--- src/rtl/crc_dual_pkg.sv ---
package crc_dual_pkg;
  localparam int CRC_W = 32;
  typedef logic [CRC_W-1:0] crc_t;
  typedef enum logic {FORM_MULDIV = 1'b0, FORM_DIVONLY = 1'b1} crc_form_e;

  // Feedback = message bit XOR register MSB; message enters via taps.
  function automatic crc_t step_muldiv(crc_t r, logic d, crc_t poly);
    logic fb;
    fb = d ^ r[CRC_W-1];
    return (r << 1) ^ (fb ? poly : '0);
  endfunction

  // Message enters at the LSB; feedback from MSB only.
  function automatic crc_t step_divonly(crc_t r, logic d, crc_t poly);
    return {r[CRC_W-2:0], d} ^ (r[CRC_W-1] ? poly : '0);
  endfunction

  // All-ones times x^W, reduced: the receiver residue constant.
  function automatic crc_t residue_of(crc_t poly);
    crc_t r;
    r = '1;
    for (int i = 0; i < CRC_W; i++) r = step_muldiv(r, 1'b0, poly);
    return r;
  endfunction
endpackage

--- src/rtl/crc_md_stage.sv ---
module crc_md_stage
  import crc_dual_pkg::*;
#(
  parameter crc_t POLY = 32'h1EDC6F41
) (
  input  crc_t state_i,
  input  logic din_i,
  output crc_t next_o,
  output logic fb_o
);
  assign fb_o   = din_i ^ state_i[CRC_W-1];
  assign next_o = step_muldiv(state_i, din_i, POLY);
endmodule

--- src/rtl/crc_do_stage.sv ---
module crc_do_stage
  import crc_dual_pkg::*;
#(
  parameter crc_t POLY = 32'h1EDC6F41
) (
  input  crc_t state_i,
  input  logic din_i,
  output crc_t next_o,
  output logic fb_o
);
  assign fb_o   = state_i[CRC_W-1];
  assign next_o = step_divonly(state_i, din_i, POLY);
endmodule

--- src/rtl/crc_residue_cmp.sv ---
module crc_residue_cmp
  import crc_dual_pkg::*;
#(
  parameter crc_t POLY = 32'h1EDC6F41
) (
  input  crc_t state_i,
  output logic match_o
);
  localparam crc_t RESIDUE = residue_of(POLY);
  assign match_o = (state_i == RESIDUE);
endmodule

--- src/rtl/crc32_dual_serial.sv ---
module crc32_dual_serial
  import crc_dual_pkg::*;
#(
  parameter crc_t POLY = 32'h1EDC6F41
) (
  input  logic        clk,
  input  logic        rst_n,
  input  logic        start_i,
  input  logic        bit_en_i,
  input  logic        din_i,
  input  logic        form_sel_i,
  input  logic        preload_ones_i,
  output logic [31:0] crc_reg_o,
  output logic [31:0] crc_tx_o,
  output logic        residue_ok_o
);
  crc_t      crc_q, crc_d, md_next, do_next, preset_val;
  crc_form_e form_q;
  logic      md_fb, do_fb;
  logic      load_ev, step_ev, idle_ev;

  // Named events for assertions
  assign load_ev    = start_i;
  assign step_ev    = bit_en_i && !start_i;
  assign idle_ev    = !bit_en_i && !start_i;
  assign preset_val = preload_ones_i ? '1 : '0;

  crc_md_stage #(.POLY(POLY)) u_md (
    .state_i(crc_q), .din_i(din_i), .next_o(md_next), .fb_o(md_fb));
  crc_do_stage #(.POLY(POLY)) u_do (
    .state_i(crc_q), .din_i(din_i), .next_o(do_next), .fb_o(do_fb));

  always_comb begin
    crc_d = crc_q;
    if (load_ev)      crc_d = preset_val;
    else if (step_ev) crc_d = (form_q == FORM_DIVONLY) ? do_next : md_next;
  end

  always_ff @(posedge clk or negedge rst_n) begin
    if (!rst_n) begin
      crc_q  <= '0;
      form_q <= FORM_MULDIV;
    end else begin
      crc_q <= crc_d;
      if (load_ev) form_q <= crc_form_e'(form_sel_i);
    end
  end

  crc_residue_cmp #(.POLY(POLY)) u_cmp (.state_i(crc_q), .match_o(residue_ok_o));

  assign crc_reg_o = crc_q;
  assign crc_tx_o  = ~crc_q;

  // preset lands one edge after start
  a_r2_preset_load: assert property (@(posedge clk) disable iff (!rst_n)
    load_ev |=> (crc_q == ($past(preload_ones_i) ? '1 : '0)));
  // idle cycles hold the register
  a_r3_idle_hold: assert property (@(posedge clk) disable iff (!rst_n)
    idle_ev |=> $stable(crc_q));
  // form only changes on a start
  a_r10_form_hold: assert property (@(posedge clk) disable iff (!rst_n)
    !load_ev |=> $stable(form_q));
  // zero feedback in multiply-divide form is a pure shift
  a_r4_md_shift: assert property (@(posedge clk) disable iff (!rst_n)
    (step_ev && form_q == FORM_MULDIV && !md_fb) |=> (crc_q == ($past(crc_q) << 1)));
  // zero feedback in divide-only form shifts the bit in at the LSB
  a_r5_do_shift: assert property (@(posedge clk) disable iff (!rst_n)
    (step_ev && form_q == FORM_DIVONLY && !do_fb) |=>
      (crc_q == {$past(crc_q[CRC_W-2:0]), $past(din_i)}));
endmodule

--- config.mk ---
export PLATFORM = sky130hd
export DESIGN_NAME = crc32_dual_serial
export DESIGN_NICKNAME = d
export VERILOG_FILES = /design/src/rtl/crc_dual_pkg.sv /design/src/rtl/crc_md_stage.sv /design/src/rtl/crc_do_stage.sv /design/src/rtl/crc_residue_cmp.sv /design/src/rtl/crc32_dual_serial.sv
export SDC_FILE = /design/constraint.sdc
export NUM_CORES = 1
export LEC_CHECK = 0
export CORE_MARGIN = 5
export CORE_UTILIZATION = 40
export DETAILED_ROUTE_END_ITERATION = 12
export PLACE_DENSITY = 0.77
export RECOVER_POWER = 100
export SYNTH_ARGS = -nofsm -noshare
export SYNTH_HDL_FRONTEND = slang
export SYNTH_SLANG_ARGS = --single-unit
export TNS_END_PERCENT = 100
--- constraint.sdc ---
create_clock -name clk -period 1.46 [get_ports clk]
set_input_delay 0.292 -clock clk [delete_from_list [all_inputs] [get_ports clk]]
set_output_delay 0.292 -clock clk [all_outputs]
set_load 0.03 [all_outputs]
==> run_results.csv <==
group,metric,value,unit
placement,dpl_worst_slack,-0.1548,ns
sta,final_min_period_over_clock_period,1.299,
worst_hold_path,min_delay_worst_type,"reg -> reg",
final_layout,filler_cell_count,432,
die,floorplan.initialDensity,0.4083,
final_layout,areaGrowthSynthToFinish,53.32,%
final_layout,seq_area,844.6,um^2
worst_setup_path,regToRegSetupSlack,0.14,ns
cts,cts.root.buffer_cell,"clkbuf_8",
synth,synth-seq-area-share,0.4339,
synth,ys_warn_count,0,
sta,max_slew_headroom,0.4269,
status,run_status,"finished with violations",
sta,timing.fmax,0.5273,GHz
die,die_w,78.98,um
synth,synth_area,1903,um^2
die,core-area,4661,um^2
cts,path_clk_slew,0.07,ns
placement,dp.cells,383,
cts,ctsLongestPathBuffers,2,
final_layout,layout.nets,344,
worst_setup_path,crit_path_end,"residue_ok_o",
cts,cts_made_buffers,5,
sta,worst-slew-pin-transition,0.8596,ns
final_layout,ratio_of_cells_with_drive_above_1_in_the_final_layout,0.3757,
routing,vias_per_cell,5.069,
final_layout,footprint_of_the_multi_input_gates,869.6,um^2
global_routing,grt_first_pass_wirelength,9597,um
final_layout,layout.cells.most_common,"clkbuf_2",
placement,gp_routability_congestion,0.7637,
global_routing,total_track_usage,0.1953,
die,floorplan.rows,25,
synth,most_area_hungry_cell_type_in_the_yosys_netlist,"dfrtp_1",
worst_setup_path,worst-path-max-fanout,2,
global_routing,remaining_global_route_overflow,0,
global_routing,grt_antenna_before_repair,0,
routing,drtAntennaViolNets,0,
cts,clkSinkCount,33,
routing,first_pass_iters,4,
final_layout,post_route_utilization,0.6260,
worst_setup_path,crit_path_end_kind,"primary output",
status,violated_checks,"setup timing",
worst_setup_path,critical-path-slowest-cell,"or4_4",
sta,grt_setup_unrepaired,"true",
routing,detailroute.via_count,1987,
power_and_ir_drop,ir_drop,604.8,uV
cts,tritoncts,"built",
die,ios,72,
synth,synthesis.nets,235,
worst_setup_path,timing.rr.start,"crc_reg_o[31]",
synth,ys_seq_elements,33,
global_routing,number_of_global_route_vias_before_repair,1978,
final_layout,layout.cells.most_common_list,"35 x clkbuf_2, 33 x xnor2_1, 33 x a21oi_1, 33 x buf_4, 31 x nor2_1",
worst_setup_path,critical_path_class,"reg -> out",
synth,post_synth_num_cell_types,21,
final_layout,filler_free_cell_count_of_the_finished_design,392,
sta,slew_viol_final,0,
worst_setup_path,reg2reg_depth,5,
power_and_ir_drop,power.static_leakage,1.379,nW
final_layout,antenna_cells_inserted,0,
power_and_ir_drop,power_per_cell_area,1222,nW/um^2
routing,drt_drc_violations_left,0,
worst_setup_path,worstPathCellList,"nand4_1 > or4_4 > nor2_4 > buf_6",
die,die_area,6237,um^2
worst_setup_path,required,1.17,ns
sta,worst_clock_skew,0.008693,ns
run,max_cap_violations,0,
worst_setup_path,max_stage_delay,0.56,ns
worst_setup_path,worstReg2RegEnd,"crc_reg_o[18]",
die,die-height,78.98,um
sta,min_period,1.897,ns
worst_setup_path,worst_setup_path_startpoint,"crc_reg_o[8]",
worst_setup_path,critPathLaunchType,"flop",
synth,synth_top_cell_area_share,0.4339,
cts,worstSkewPairLatency,0.29,ns
worst_hold_path,timing.hold.worst_path_depth,1,
synth,synthesized_area_divided_by_synthesized_cell_count,8.347,um^2
global_routing,maximum_number_of_pins_on_one_net_before_global_route_repair,36,
worst_setup_path,worst-endpoint-arrival,1.60,ns
synth,synth_area_leaders,"dfrtp_1 43%, xnor2_1 15%, a21oi_1 8.7%, nor2_1 6.3%, inv_1 6.1%",
sta,number_of_endpoints_failing_setup_at_the_final_stage,1,
sta,post-route-worst-setup-slack,-0.4366,ns
cts,cts_htree_levels,2,
routing,drt_first_iter_violations,100,
sta,final-hold-violation-count,0,
placement,port_buffers,71,
routing,totalWireLength,5944,um
routing,route.detailed.wl_per_inst,15.16,um
placement,place_hpwl,4035,um
synth,synthesis.instances,228,
[kinds of logic (layout without fill, tap and decap cells)]
| group | Yosys count | count (layout) | synth area share |
|---|---|---|---|
| buf+inv | 51 | 161 | 0.1229 |
| mux | 1 | 1 | 0.005917 |
| compound gates | 49 | 49 | 0.1486 |
| flops | 33 | 33 | 0.4339 |
| simple gates | 61 | 61 | 0.1368 |
| xor+xnor | 33 | 33 | 0.1519 |
[metal layers]
metal  share of wire  track usage  vias to the layer above
li1                -            -                      948
met3           0.066      0.05329                       10
met4           0.013      0.05326                        0
met1            0.42       0.2480                      957
met5               0            0                        -
met2            0.50       0.3266                       72
[layout make-up]
type | instances | area share
Clock buffer | 7 | 0.02959
Clock inverter | 1 | 0.01029
Inverter | 33 | 0.04503
Multi-Input combinational cell | 144 | 0.2980
Sequential cell | 33 | 0.2895
Tap cell | 54 | 0.02316
Timing Repair Buffer | 120 | 0.3045
[Yosys cell counts]
cell / n
a21oi_1: 33
dfrtp_1: 33
xnor2_1: 33
nor2_1: 32
inv_1: 31
nand2_1: 17
a211oi_1: 15
clkbuf_1: 7
buf_2: 6
nand4_1: 5
nor4_1: 4
buf_6: 2
nor2b_1: 2
buf_1: 1
buf_4: 1
buf_8: 1
clkinv_1: 1
inv_6: 1
mux2_2: 1
o21ai_0: 1
or4_1: 1
[stage by stage]
stage	power (mW)	TNS, ns	hold slack [ns]	cell area [um^2]
detailed placement	2.809	-2.670	0.5512	2955
CTS	3.688	-0.4466	0.3830	3103
global placement	2.777	-1.875	0.5158	2955
finish	3.566	-0.4366	0.5631	2918
floorplan	2.088	-0.1854	-0.003591	1934
global route	3.740	-0.6197	0.5833	2918
[critical path, delay by kind of cell, from the launching register on]
family / cells / cell delay, ns
AND/OR/NAND/NOR: 3 / 0.81
flip-flops: 1 / 0.37
buffers and inverters: 1 / 0.14
[state kept, by name (all words and copies together) (netlist names)]
name	count
crc_reg_o	32
form_q	1
[timing repair]
action                                  CTS  global route
buffers inserted                          0             1
endpoints found under the setup margin   35             9
resized for setup                        91            12
pin swaps                                 2             0
hold buffers                              0             0
cloned                                    0             0
hold endpoints to repair                  0             0
[worst min path at each step]
stage | from | end | slack [ns]
finish | form_q | form_q | 0.56
global route | form_q | form_q | 0.58
CTS | rst_n | crc_reg_o[20] | 0.38
detailed placement | form_q | form_q | 0.55
global placement | form_q | form_q | 0.52
floorplan | rst_n | crc_reg_o[0] | -0.004
[power by group]
| part | switching, mW | internal, mW |
|---|---|---|
| sequential | 0.0859 | 1.03 |
| clock | 0.352 | 0.557 |
| combinational | 0.944 | 0.599 |
No activity file was read; power rests on OpenSTA's default activity.
